--- config.mk ---
export PLATFORM = sky130hd
export DESIGN_NAME = syncSerialXcvr
export DESIGN_NICKNAME = d
export VERILOG_FILES = /design/src/rtl/sscPkg.sv /design/src/rtl/sscCtrl.sv /design/src/rtl/sscData.sv /design/src/rtl/syncSerialXcvr.sv
export SDC_FILE = /design/constraint.sdc
export NUM_CORES = 1
export LEC_CHECK = 0
export BUFFER_PORTS_ARGS = -buffer_cell sky130_fd_sc_hd__buf_2
export CORE_AREA = 2 2 93 95
export DETAILED_ROUTE_END_ITERATION = 10
export DIE_AREA = 0 0 95 97
export PLACE_DENSITY_LB_ADDON = 0.05
export SLEW_MARGIN = 5
export SYNTH_ARGS = -nofsm -noshare
export SYNTH_HDL_FRONTEND = slang
export SYNTH_SLANG_ARGS = --single-unit
--- constraint.sdc ---
create_clock -name clk -period 2.5 [get_ports clk]
set_input_delay 0.125 -clock clk [delete_from_list [all_inputs] [get_ports clk]]
set_output_delay 0.125 -clock clk [all_outputs]
set_load 0.02 [all_outputs]
--- src/rtl/sscPkg.sv ---
package sscPkg;
  localparam int CHAR_BITS = 8;
  localparam int IDX_W     = $clog2(CHAR_BITS);

  typedef struct packed {
    logic             startChar;  // falling edge opens a character
    logic             startTx;    // holding byte moves to shifter
    logic             startRx;    // receiver takes part in this character
    logic             shiftTx;    // falling edge inside a character
    logic             sampleRx;   // rising edge inside a character
    logic             lastBit;    // this rising edge ends the character
    logic [IDX_W-1:0] bitIdx;     // rising edges seen so far
  } sscStrobe_t;
endpackage

--- src/rtl/sscCtrl.sv ---
module sscCtrl
  import sscPkg::*;
#(
  parameter int DIV_W = 8
) (
  input  logic             clk,
  input  logic             rstN,
  input  logic             useExt,
  input  logic [DIV_W-1:0] baudDiv,
  input  logic             sckIn,
  input  logic             txEn,
  input  logic             rxEn,
  input  logic             txFull,
  input  logic             overrun,
  output logic             sckOut,
  output logic             sckOe,
  output sscStrobe_t       stb
);
  localparam int SYNC_N = 3;
  localparam logic [IDX_W-1:0] LAST_IDX = IDX_W'(CHAR_BITS - 1);

  logic [SYNC_N-1:0] syncQ;
  logic [DIV_W-1:0]  divCnt;
  logic              sckReg;
  logic              inChar;
  logic [IDX_W-1:0]  bitCnt;
  logic              go, run, tickInt, fallEv, riseEv, extFall, extRise;

  // two synchronizer flops plus one history flop for edge detection
  always_ff @(posedge clk or negedge rstN)
    if (!rstN) syncQ <= '1;
    else       syncQ <= {syncQ[SYNC_N-2:0], sckIn};

  assign extFall = syncQ[2] & ~syncQ[1];
  assign extRise = ~syncQ[2] & syncQ[1];

  assign go      = (txEn && txFull) || (rxEn && !overrun);
  assign run     = !sckReg || inChar || go;
  assign tickInt = !useExt && run && (divCnt == baudDiv);
  assign fallEv  = useExt ? extFall : (tickInt && sckReg);
  assign riseEv  = useExt ? extRise : (tickInt && !sckReg);

  always_ff @(posedge clk or negedge rstN)
    if (!rstN) begin
      divCnt <= '0;
      sckReg <= 1'b1;
    end else if (useExt || !run) begin
      divCnt <= '0;
      sckReg <= 1'b1;
    end else if (divCnt == baudDiv) begin
      divCnt <= '0;
      sckReg <= ~sckReg;
    end else begin
      divCnt <= divCnt + 1'b1;
    end

  always_comb begin
    stb.startChar = fallEv && !inChar && go;
    stb.startTx   = stb.startChar && txEn && txFull;
    stb.startRx   = stb.startChar && rxEn && !overrun;
    stb.shiftTx   = fallEv && inChar;
    stb.sampleRx  = riseEv && inChar;
    stb.lastBit   = stb.sampleRx && (bitCnt == LAST_IDX);
    stb.bitIdx    = bitCnt;
  end

  always_ff @(posedge clk or negedge rstN)
    if (!rstN) begin
      inChar <= 1'b0;
      bitCnt <= '0;
    end else if (stb.startChar) begin
      inChar <= 1'b1;
      bitCnt <= '0;
    end else if (stb.sampleRx) begin
      inChar <= !stb.lastBit;
      bitCnt <= stb.lastBit ? '0 : bitCnt + 1'b1;
    end

  assign sckOut = sckReg;
  assign sckOe  = !useExt;
endmodule

--- src/rtl/sscData.sv ---
module sscData
  import sscPkg::*;
(
  input  logic                 clk,
  input  logic                 rstN,
  input  sscStrobe_t           stb,
  input  logic                 txWrite,
  input  logic [CHAR_BITS-1:0] txData,
  input  logic                 rxRead,
  input  logic                 ovrClear,
  input  logic                 sdIn,
  output logic                 sdOut,
  output logic                 txFull,
  output logic [CHAR_BITS-1:0] rxData,
  output logic                 rxFull,
  output logic                 overrun
);
  logic [CHAR_BITS-1:0] txHold, txShift, rxShift, rxNext;
  logic                 txAct, rxAct, lose;

  assign rxNext = {sdIn, rxShift[CHAR_BITS-1:1]};
  assign lose   = stb.lastBit && rxAct && rxFull && !rxRead;

  always_ff @(posedge clk or negedge rstN)
    if (!rstN) begin
      txHold <= '0;
      txFull <= 1'b0;
    end else if (txWrite) begin
      txHold <= txData;
      txFull <= 1'b1;
    end else if (stb.startTx) begin
      txFull <= 1'b0;
    end

  always_ff @(posedge clk or negedge rstN)
    if (!rstN) begin
      txShift <= '0;
      txAct   <= 1'b0;
      rxAct   <= 1'b0;
      sdOut   <= 1'b1;
    end else if (stb.startChar) begin
      txAct <= stb.startTx;
      rxAct <= stb.startRx;
      if (stb.startTx) begin
        txShift <= txHold;
        sdOut   <= txHold[0];
      end
    end else if (stb.shiftTx && txAct) begin
      sdOut <= txShift[stb.bitIdx];
    end

  always_ff @(posedge clk or negedge rstN)
    if (!rstN) begin
      rxShift <= '0;
      rxData  <= '0;
      rxFull  <= 1'b0;
    end else begin
      if (stb.sampleRx) rxShift <= rxNext;
      if (stb.lastBit && rxAct && !lose) begin
        rxData <= rxNext;
        rxFull <= 1'b1;
      end else if (rxRead) begin
        rxFull <= 1'b0;
      end
    end

  always_ff @(posedge clk or negedge rstN)
    if (!rstN)         overrun <= 1'b0;
    else if (lose)     overrun <= 1'b1;
    else if (ovrClear) overrun <= 1'b0;
endmodule

--- src/rtl/syncSerialXcvr.sv ---
module syncSerialXcvr
  import sscPkg::*;
#(
  parameter int DIV_W = 8
) (
  input  logic             clk,
  input  logic             rstN,
  input  logic             useExt,
  input  logic [DIV_W-1:0] baudDiv,
  input  logic             txEn,
  input  logic             rxEn,
  input  logic             txWrite,
  input  logic [7:0]       txData,
  output logic             txEmpty,
  input  logic             rxRead,
  output logic [7:0]       rxData,
  output logic             rxFull,
  output logic             overrun,
  input  logic             ovrClear,
  input  logic             sckIn,
  output logic             sckOut,
  output logic             sckOe,
  input  logic             sdIn,
  output logic             sdOut
);
  sscStrobe_t stb;
  logic       txFull;

  sscCtrl #(.DIV_W(DIV_W)) uCtrl (
    .clk(clk), .rstN(rstN), .useExt(useExt), .baudDiv(baudDiv),
    .sckIn(sckIn), .txEn(txEn), .rxEn(rxEn), .txFull(txFull),
    .overrun(overrun), .sckOut(sckOut), .sckOe(sckOe), .stb(stb)
  );

  sscData uData (
    .clk(clk), .rstN(rstN), .stb(stb), .txWrite(txWrite), .txData(txData),
    .rxRead(rxRead), .ovrClear(ovrClear), .sdIn(sdIn), .sdOut(sdOut),
    .txFull(txFull), .rxData(rxData), .rxFull(rxFull), .overrun(overrun)
  );

  assign txEmpty = !txFull;
endmodule

* Word-level counts from Yosys, hierarchy flattened *
Cells that the tools add are included.

word-level totals
  RAM bits = 0
  logic and storage cells = 89
  output and inout port bits = 14
  bits in read-only memories = 0
  input bits = 26
  memories = 0
  latch bits = 0
  flip-flop bits (word level) = 54

operators by class
  muxes and demuxes = 22
  $mul = 0
  order comparisons = 1
  bitwise operators = 5
  divide/modulo/power cells = 0
  reduce and logical (&&, ||, !) cells = 41
  shifts and indexed selects = 0
  equal/unequal tests = 3
  add/subtract/negate cells = 2

operators by type and width
  cell                   number
  $logic_and A1 B1 Y1    20
  $mux W1                16
  $mux W8                2
  $reduce_bool A2 Y1     6
  $logic_not A1 Y1       9
  $mux W3                3
  $add A8 B1 Y8 const B  1
  $eq A8 B8 Y1           1
  $logic_or A1 B1 Y1     4
  $lt A3 B4 Y1 const B   1
  $reduce_and A2 Y1      2
  $add A3 B1 Y3 const B  1
  $bmux W1 S3            1
  $eq A3 B3 Y1 const B   1
  $not A1 Y1             3
  $and A1 B1 Y1          2
  $ne A2 B1 Y1 const B   1

* Longest topological paths before layout *
Gate-level depths: netlist (run 1).

  word-level depth = 16
  gate-level depth with buffers = 7
  depth with buffers taken out = 5

* By module *
A second synthesis (run 1) with hierarchy kept.

second synthesis, totals
  cells, all modules = 184
  area total of the unflattened synthesis = 2391.0 µm²

by module, submodules not included
  module          cells each  instances  seq. area each (µm²)  area an instance (µm²)
  sscData         96          1          927.1                 1500.2
  sscCtrl         87          1          405.4                 887.1
  syncSerialXcvr  1           1          0.0                   3.8

* Worst setup path after synthesis (run 1) *
OpenSTA, ideal clock, no wires.

  kind = register to register
  start point = register uCtrl.divCnt[7]
  end point = register uData.txShift[0]
  path slack = 369 ps
  setup time = 125 ps
  clock period less this slack = 2131 ps
  required time = 2375 ps
  stages on the path, launching flop included = 7
  buffers on the path = 1
  arrival = 2006 ps
  cells stage by stage = dfrtp_1 > xor2_1 > or3_1 > or4_1 > buf_2 > a21boi_4 > mux2_2

between the ends
  cells in the longest elaborated chain, start to end = 9

RTL lines
  item                                line           text
  start, declared                     sscCtrl.sv:23  logic [DIV_W-1:0] divCnt;
  start signal, assigned              sscCtrl.sv:54  divCnt <= divCnt + 1'b1;
  $eq A8 B8 Y1 *                      sscCtrl.sv:39  assign tickInt = !useExt && run && (divCnt == baudDiv);
  $logic_and A1 B1 Y1 *               sscCtrl.sv:39
  $logic_and A1 B1 Y1 *               sscCtrl.sv:40  assign fallEv = useExt ? extFall : (tickInt && sckReg);
  $mux W1 *                           sscCtrl.sv:40
  $logic_and A1 B1 Y1 * (2 in a row)  sscCtrl.sv:58  stb.startChar = fallEv && !inChar && go;
  $logic_and A1 B1 Y1 (2 in a row)    sscCtrl.sv:59  stb.startTx = stb.startChar && txEn && txFull;
  $reduce_and A2 Y1 (no line) *       -
  end signal, assigned                sscData.sv:45  txShift <= txHold;
  end, declared                       sscData.sv:18  logic [CHAR_BITS-1:0] txHold, txShift, rxShift, rxNext;

Every way passes the cells marked *; elsewhere a longest branch is shown, timed or not.
A chain may end at the register's enable or synchronous reset.

* Worst setup path in the final report (run 1) *
  start point = register uCtrl.divCnt[1]
  end point = register uData.txShift[1]

Same word-level chain as after synthesis.

==> results.toml, run 1 <==
[sta]
fin_crit_sh_pct = 92.8
finalSetupTns_ns = 0
finalSetupViolCount = 0
hold_viol_final = 0
rsz0062_at_grt = "false"
fin_crit_ns = 2.32
fmax_mhz = 431
finClkSkew_ns = 0.00907
tightest_slew_ns = 0.688
final_max_slew_viol_count = 0
maxSlewHeadroom_pct = 54.1

[final_layout]
diodes = 0
syn_to_final_growth_pct = 20.1
fillCellCount = 813
final_nets = 269
layout-drive-gt1-share_pct = 39.4
fin_util_pct = 35.2
fin_cells = 346

[drt]
drc = 0
met1_length_um = 2470
dr.pass1.iters = 4
wl_per_cell_um = 14.2
wl_met2_um = 2220
num_vias = 1581
wl_met3_um = 159
ant_nets = 0
viasPerCell = 4.57
routed_wl_um = 4900
drtIter0Drc = 64
highest-signal-layer = "met4"

[yosys]
synthesis.area_sq_um = 2380
ys_top_cells_by_area = "dfrtp_1, mux2_2, dfstp_2"
synth_area_leader_cell = "dfrtp_1"
synth_most_common_cell = "dfrtp_1"
synth-seq-cells = 53
ys_top_cells_by_count = "dfrtp_1, mux2_2, nor2_1"
synth.avg_cell_area_sq_um = 12.7
synthArstFlopShare_pct = 100
ys_warn_count = 0
synth.yosys.seq_area_share_pct = 55.9
syn-num-nets = 216
ys_types = 45
synth_edf_count = 0
synth_top_area_share_pct = 50.4
synth-main-ff-cell = "dfrtp_1"
syn_inst = 187

[clock_network]
cts_tree = "built"
path_clk_slew_ns = 0.09
clock_latency_ns = 0.30
cts_buffers = 5
cts_sinks = 53
h-tree-depth = 2
cts_root_buf = "clkbuf_8"
cts_buffer_depth = 2

[worst_setup_path]
end_kind = "register"
crit_end = "uData.txShift[1]"
cp-start-kind = "register"
r2r_end = "uData.txShift[1]"
cp-startpoint = "uCtrl.divCnt[1]"
reg2reg_slack_ns = 0.18
cp.required_ns = 2.69
worst-path-max-fanout = 10
r2r_cells = 5
r2r-start = "uCtrl.divCnt[1]"
crit_type = "reg -> reg"
crit_arrival_ns = 2.51

[place]
place.detailed.instances = 335
gp_congestion = 0.734
port_buffers = 39
dp_hpwl_um = 3530

[floorplanning]
coreArea_sq_um = 8130
dieArea_sq_um = 9220
die_y_um = 97
die_width_um = 95
ios = 40
row_count = 33
initial_utilization_pct = 29.3

[run_status]
outcome = "finished, final reports clean"

[power_and_ir_drop]
switching_share_pct = 27.2
pwr-share-comb_pct = 20.8
power_frac_seq_pct = 56.5
p_switching_w = 0.000555
p_clk_share_pct = 22.6
p_per_area_nw_per_um2 = 713
peakVddDrop_uv = 283
leakage_nw = 1.33
internal-power_w = 0.00148

[grt]
track_usage_pct = 11.6
grt_pass1_vias = 1691
grt_pass1_wl_um = 8520
gr-total-overflow = 0
antenna_found_initial = 0
grt_max_degree = 54

[worst_hold_path]
hp-class = "in -> reg"

[run]
drv_cap = 0
stage by stage:
step | power [W] | setup WS, ns | instance area (sq um) | hold slack, ns
finish | 0.00204 | 0.181 | 2860 | 0.0481
global route | 0.00218 | 0.0404 | 2860 | 0.0374
CTS | 0.00209 | 0.166 | 2860 | 0.0337
detailed placement | 0.00161 | 0.186 | 2750 | 0.231
global placement | 0.00160 | 0.214 | 2750 | 0.239
floorplan | 0.00145 | 0.369 | 2380 | -0.171
repair_timing:
action | CTS | global route
hold endpoints to repair | 50 | 0
gates resized for setup | 0 | 0
endpoints found under the setup margin | 0 | 0
buffers inserted | 0 | 0
hold buffers | 3 | 0
cell type report:
cell class	instances	area [sq um]	share of cell area (%)
sequential	53	1330	46.6
multi-input combinational	123	1000	35.1
timing repair buffer	50	285	9.97
tap	105	131	4.59
clock buffer	8	80.1	2.80
inverter	7	26.3	0.919
state kept, by name, indices dropped and copies added, names as in the netlist:
register,cells
uData.txShift,8
uData.txHold,8
uData.txFull,1
uCtrl.bitCnt,3
uData.txAct,1
uData.rxAct,1
uData.rxShift,7
uCtrl.inChar,1
uData.rxFull,1
uCtrl.sckOut,1
uData.sdOut,1
uData.overrun,1
uCtrl.divCnt,8
uData.rxData,8
uCtrl.syncQ,3
worst max-delay path, stage by stage (launching register included):
cell and delay (ns):
dfrtp_1 0.44, xnor2_1 0.23, nand4_1 0.12, or4_1 0.65, a21boi_4 0.39, mux2_2 0.38
routing by layer:
| layer | track usage (%) | up-vias |
|---|---|---|
| met5 | 0 | - |
| met4 | 3.01 | 0 |
| li1 | - | 775 |
| met2 | 17.5 | 30 |
| met1 | 16.9 | 772 |
| met3 | 2.57 | 4 |
power by group through the flow:
stage | clock network (W) | logic [W] | registers, W
2_1_floorplan | 0 | 0.000307 | 0.00114
3_3_place_gp | 0 | 0.000424 | 0.00118
4_1_cts | 0.000499 | 0.000434 | 0.00116
6_report | 0.000462 | 0.000425 | 0.00115
3_5_place_dp | 0 | 0.000430 | 0.00118
5_1_grt | 0.000523 | 0.000479 | 0.00118
cells in the final DEF, fill, tap and decap left out, drive strengths merged, types with 2 or more instances in the layout:
cell	n
a211o	2
a21o	2
a21oi	3
and3	2
buf	47
clkbuf	8
dfrtp	48
dfstp	5
dlygate4sd3	3
ha	3
inv	7
mux2	32
mux4	2
nand2	6
nand3	7
nand4	2
nor2	11
nor2b	3
o21ai	9
o31ai	2
or3	3
xnor2	7
xor2	7
kinds of logic after synthesis:
| group | after synthesis | synth area share [%] |
|---|---|---|
| and+or+nand+nor | 44 | 9.82 |
| adders and majority gates | 3 | 1.58 |
| muxes | 35 | 17.4 |
| AOI/OAI and AO/OA | 27 | 8.19 |
| DFF | 53 | 55.9 |
| buffers and inverters | 11 | 1.89 |
| xor gates and xnor gates | 14 | 5.15 |
worst min path at each step:
stage	from	end	slack, ns	depth (start not counted)
after floorplan	rstN	uCtrl.bitCnt[0]	-0.17	0
after global placement	sckIn	uCtrl.syncQ[0]	0.24	1
after detailed placement	sckIn	uCtrl.syncQ[0]	0.23	1
after CTS	txData[0]	uData.txHold[0]	0.03	2
after global routing	txData[7]	uData.txHold[7]	0.04	2
final	txData[4]	uData.txHold[4]	0.05	2
No activity file was read; power rests on OpenSTA's default activity.
==> run 2, diff against run 1 <==
--- a/config.mk
+++ b/config.mk
@@ -6,9 +6,9 @@
 export NUM_CORES = 1
 export LEC_CHECK = 0
 export BUFFER_PORTS_ARGS = -buffer_cell sky130_fd_sc_hd__buf_2
-export CORE_AREA = 2 2 93 95
+export CORE_AREA = 4 4 95 97
 export DETAILED_ROUTE_END_ITERATION = 10
-export DIE_AREA = 0 0 95 97
+export DIE_AREA = 0 0 99 101
 export PLACE_DENSITY_LB_ADDON = 0.05
 export SLEW_MARGIN = 5
 export SYNTH_ARGS = -nofsm -noshare
==> run 2 against run 1 <==
Effect of this change: via count fell by 1.1%; power grew 0.20%; worst hold slack improved by 0.0027 ns; sequential cell count is the same; combinational power fell by 5.4%; sequential power about the same; design area fell by 0.70%; non-clock buffer count fell by 4; clock power increased by 5.2%; global-route usage is 1.1 points lower; die area grew 8.5%; largest power group unchanged; highest routed layer unchanged.
==> results.toml, run 2 (synthesis gave the netlist of run 1 again) <==
[run_status]
outcome = "finished, final reports clean"

[sta]
rsz0062_at_grt = "false"
timing.final.ws_setup_ns = 0.197
finalSetupTns_ns = 0
finClkSkew_ns = 0.00589
fmax_mhz = 434
finalSetupViolCount = 0
tightest_slew_ns = 0.676
hold_viol_final = 0
fin_crit_ns = 2.30
fin_crit_sh_pct = 92.1
final_max_slew_viol_count = 0
maxSlewHeadroom_pct = 54.6

[drt]
dr.pass1.iters = 4
ant_nets = 0
wl_per_cell_um = 14.2
viasPerCell = 4.57
drc = 0
routed_wl_um = 4840
drtIter0Drc = 88
num_vias = 1563

[final_layout]
finish.instance_area_sq_um = 2840
layout_commonest_cell = "dfrtp_1"
diodes = 0
fin_util_pct = 34.9
fillCellCount = 827
mostFrequentLayoutCells = "dfrtp_1, buf_2, mux2_2"
final_nets = 265
syn_to_final_growth_pct = 19.2
layout-drive-gt1-share_pct = 38.8

[worst_setup_path]
crit_arrival_ns = 2.49
end_kind = "register"
cp-start-kind = "register"
crit_type = "reg -> reg"
cp.required_ns = 2.69
worst-path-max-fanout = 10

[grt]
track_usage_pct = 10.5
grt_pass1_wl_um = 8340
gr-total-overflow = 0
antenna_found_initial = 0
grt_max_degree = 54
grt_pass1_vias = 1617

[power_and_ir_drop]
finalPower_w = 0.00204
internal-power_w = 0.00150
p_clk_share_pct = 23.8
switching_share_pct = 26.6
p_per_area_nw_per_um2 = 720
p_switching_w = 0.000543
pwr-share-comb_pct = 19.7
peakVddDrop_uv = 377
power_frac_seq_pct = 56.6
leakage_nw = 1.32

[clock_network]
h-tree-depth = 2
cts_resized = 0
path_clk_slew_ns = 0.09
post_cts_buffers = 0
cts_sinks = 53
clock_latency_ns = 0.30
cts_buffer_depth = 2
cts_tree = "built"
cts_buffers = 5
cts_root_buf = "clkbuf_8"
holdBufCountCts = 3

[floorplanning]
initial_utilization_pct = 29.3
row_count = 33
ios = 40
dieArea_sq_um = 10000
die_width_um = 99
die_y_um = 101
coreArea_sq_um = 8130

[place]
port_buffers = 39
placed_area_sq_um = 2720
dp_hpwl_um = 3500
gp_congestion = 0.753
dpl_worst_slack_ns = 0.194

[run]
drv_cap = 0

[worst_hold_path]
hp-class = "in -> reg"
==> run 2: cell count changes in the layout (fill, tap and decap cells not counted), sizes merged <==
cell and change:
buf -4
==> run 2: area by class of cell <==
cell class / count / area [sq um] / area share (%)
sequential: 53 / 1330 / 46.9
multi-input combinational: 123 / 1000 / 35.4
timing repair buffer: 46 / 255 / 8.99
tap: 105 / 131 / 4.63
clock buffer: 8 / 90.1 / 3.17
inverter: 7 / 26.3 / 0.925
==> run 2: critical path, stage by stage (launching register included) <==
cell and delay [ns]:
dfrtp_1 0.46, xnor2_1 0.21, nand4_1 0.12, or4_1 0.66, a21boi_4 0.37, mux2_2 0.38
==> run 2: metal layers <==
layer | track usage (%) | part of all wire [%] | vias up
li1 | - | - | 772
met1 | 14.5 | 48 | 760
met2 | 16.0 | 47 | 29
met3 | 3.04 | 4.4 | 2
met4 | 3.26 | 0.68 | 0
met5 | 0 | 0 | -
==> run 2: power groups by stage <==
stage | clock [W] | sequential [W] | combinational, W
finish | 0.000486 | 0.00116 | 0.000402
global route | 0.000564 | 0.00119 | 0.000452
CTS | 0.000518 | 0.00116 | 0.000414
detailed placement | 0 | 0.00118 | 0.000410
global placement | 0 | 0.00118 | 0.000404
floorplan | 0 | 0.00114 | 0.000307
==> run 2: path summary, 6_finish.rpt <==
kind | start | end | slack (ns) | cells past startpoint
max in group asynchronous | rstN | uData.txShift[4] | 1.57 | 3
worst min-delay path | txData[2] | uData.txHold[2] | 0.05 | 2
worst max-delay path | uCtrl.divCnt[0] | uData.txShift[1] | 0.20 | 5
worst min register to register | uCtrl.syncQ[0] | uCtrl.syncQ[1] | 0.36 | 0
min in group asynchronous | rstN | uCtrl.divCnt[5] | 0.49 | 3
worst max register to register | uCtrl.divCnt[0] | uData.txShift[1] | 0.20 | 5
==> run 2: stage by stage <==
| step | std cells | hold slack [ns] |
|---|---|---|
| floorplan | 187 | -0.171 |
| global placement | 331 | 0.238 |
| detailed placement | 331 | 0.240 |
| CTS | 342 | 0.0371 |
| global route | 342 | 0.0365 |
| finish | 342 | 0.0509 |
==> run 3, diff against run 2 <==
--- a/config.mk
+++ b/config.mk
@@ -10,6 +10,7 @@
 export DETAILED_ROUTE_END_ITERATION = 10
 export DIE_AREA = 0 0 99 101
 export PLACE_DENSITY_LB_ADDON = 0.05
+export REMOVE_ABC_BUFFERS = 1
 export SLEW_MARGIN = 5
 export SYNTH_ARGS = -nofsm -noshare
 export SYNTH_HDL_FRONTEND = slang
==> run 3 against run 2 <==
Effect of this change: power rose by 5.5%; combinational power increased by 4%; count of clock-buffer cells in the layout is 3 lower; register-to-register slack better by 0.05 ns; worst hold slack got worse by 0.0048 ns; clock skew up 0.0057 ns; die area is the same; non-clock buffer count up 4; first-iteration DRC count is 64% lower.
==> results.toml, run 3 (synthesis gave the netlist of run 1 again) <==
[sta]
finClkSkew_ns = 0.0116
fmax_mhz = 444
final_max_slew_viol_count = 0
fin_crit_sh_pct = 90.1
finalSetupTns_ns = 0
rsz0062_at_grt = "false"
fin_crit_ns = 2.25
tightest_slew_ns = 0.694
hold_viol_final = 0
maxSlewHeadroom_pct = 53.8
finalSetupViolCount = 0

[worst_setup_path]
cp.required_ns = 2.70
crit_arrival_ns = 2.45
end_kind = "register"
crit_type = "reg -> reg"
reg2reg_slack_ns = 0.25
worst-path-max-fanout = 10
cp-start-kind = "register"

[run]
drv_cap = 0

[drt]
viasPerCell = 4.53
routed_wl_um = 4850
dr.pass1.iters = 4
wl_per_cell_um = 14.0
drc = 0
drtIter0Drc = 32
num_vias = 1568
ant_nets = 0

[clock_network]
h-tree-depth = 2
clock_latency_ns = 0.30
post_cts_buffers = 0
path_clk_slew_ns = 0.10
cts_root_buf = "clkbuf_8"
cts_buffers = 5
cts_sinks = 53
cts_tree = "built"
cts_buffer_depth = 2
cts_resized = 0

[grt]
antenna_found_initial = 0
grt_pass1_wl_um = 8170
grt_pass1_vias = 1608
track_usage_pct = 10.3
grt_max_degree = 54
gr-total-overflow = 0

[final_layout]
layout_commonest_cell = "dfrtp_1"
syn_to_final_growth_pct = 21.4
final_nets = 269
layout-drive-gt1-share_pct = 40.7
fin_util_pct = 35.6
mostFrequentLayoutCells = "dfrtp_1, buf_2, mux2_2"
diodes = 0

[floorplanning]
die_y_um = 101
dieArea_sq_um = 10000
ios = 40
initial_utilization_pct = 29.3
die_width_um = 99
coreArea_sq_um = 8130
row_count = 33

[place]
gp_congestion = 0.746
port_buffers = 39
dp_hpwl_um = 3580

[power_and_ir_drop]
peakVddDrop_uv = 294
p_per_area_nw_per_um2 = 745
leakage_nw = 1.35

[run_status]
outcome = "finished, final reports clean"

[worst_hold_path]
hp-class = "in -> reg"
-- run 3: timing repair --
action	CTS	global route
endpoints found under the setup margin	0	0
hold buffers	2	1
hold endpoints to repair	49	1
-- run 3: cell type report --
class / instances / area (sq um)
inverters: 7 / 26.3
repair buffers: 50 / 285
multi-input cells: 123 / 1000
flip-flops and latches: 53 / 1330
clock buffers: 5 / 68.8
clock inverters: 3 / 43.8
fillers: 818 / 5240
well taps: 105 / 131
-- run 3: per-layer routing --
metal	vias to the layer above	GRT usage, %	part of all wire, %	routed length, um
met4	0	2.94	0.66	32
met3	2	2.49	4.1	197
li1	772	-	-	-
met5	-	0	0	0
met1	765	14.9	52	2510
met2	29	15.2	44	2110
-- run 3: worst paths after layout --
| check | startpoint | endpoint | cells after the start |
|---|---|---|---|
| setup reg to reg | uCtrl.divCnt[0] | uData.txShift[3] | 5 |
| hold reg to reg | uCtrl.syncQ[0] | uCtrl.syncQ[1] | 0 |
| hold / removal | txData[3] | uData.txHold[3] | 2 |
| min in group asynchronous | rstN | uData.rxFull | 3 |
| setup / recovery | uCtrl.divCnt[0] | uData.txShift[3] | 5 |
| max in group asynchronous | rstN | uCtrl.inChar | 3 |
-- run 3: power by group --
part	switching, W	internal [W]	leakage [nW]
clock	0.000283	0.000300	0.0585
combinational	0.000169	0.000250	0.626
sequential	0.000120	0.00103	0.668
total	0.000572	0.00158	1.35
-- run 3: critical path: stages (launching register included) --
cell      delay, ns
dfrtp_1        0.47
xnor2_1        0.22
nand4_1        0.12
or4_1          0.61
a21boi_4       0.35
mux2_2         0.37
-- run 3: metrics by stage --
step,total power (W),std cells,hold slack [ns],setup WS [ns],area [sq um]
after detailed placement,0.00160,335,0.237,0.221,2750
after floorplan,0.00144,183,-0.171,0.359,2360
after global placement,0.00160,335,0.236,0.262,2750
after CTS,0.00220,345,0.00607,0.208,2880
after global routing,0.00231,346,0.0381,0.108,2890
final,0.00216,346,0.0460,0.248,2890
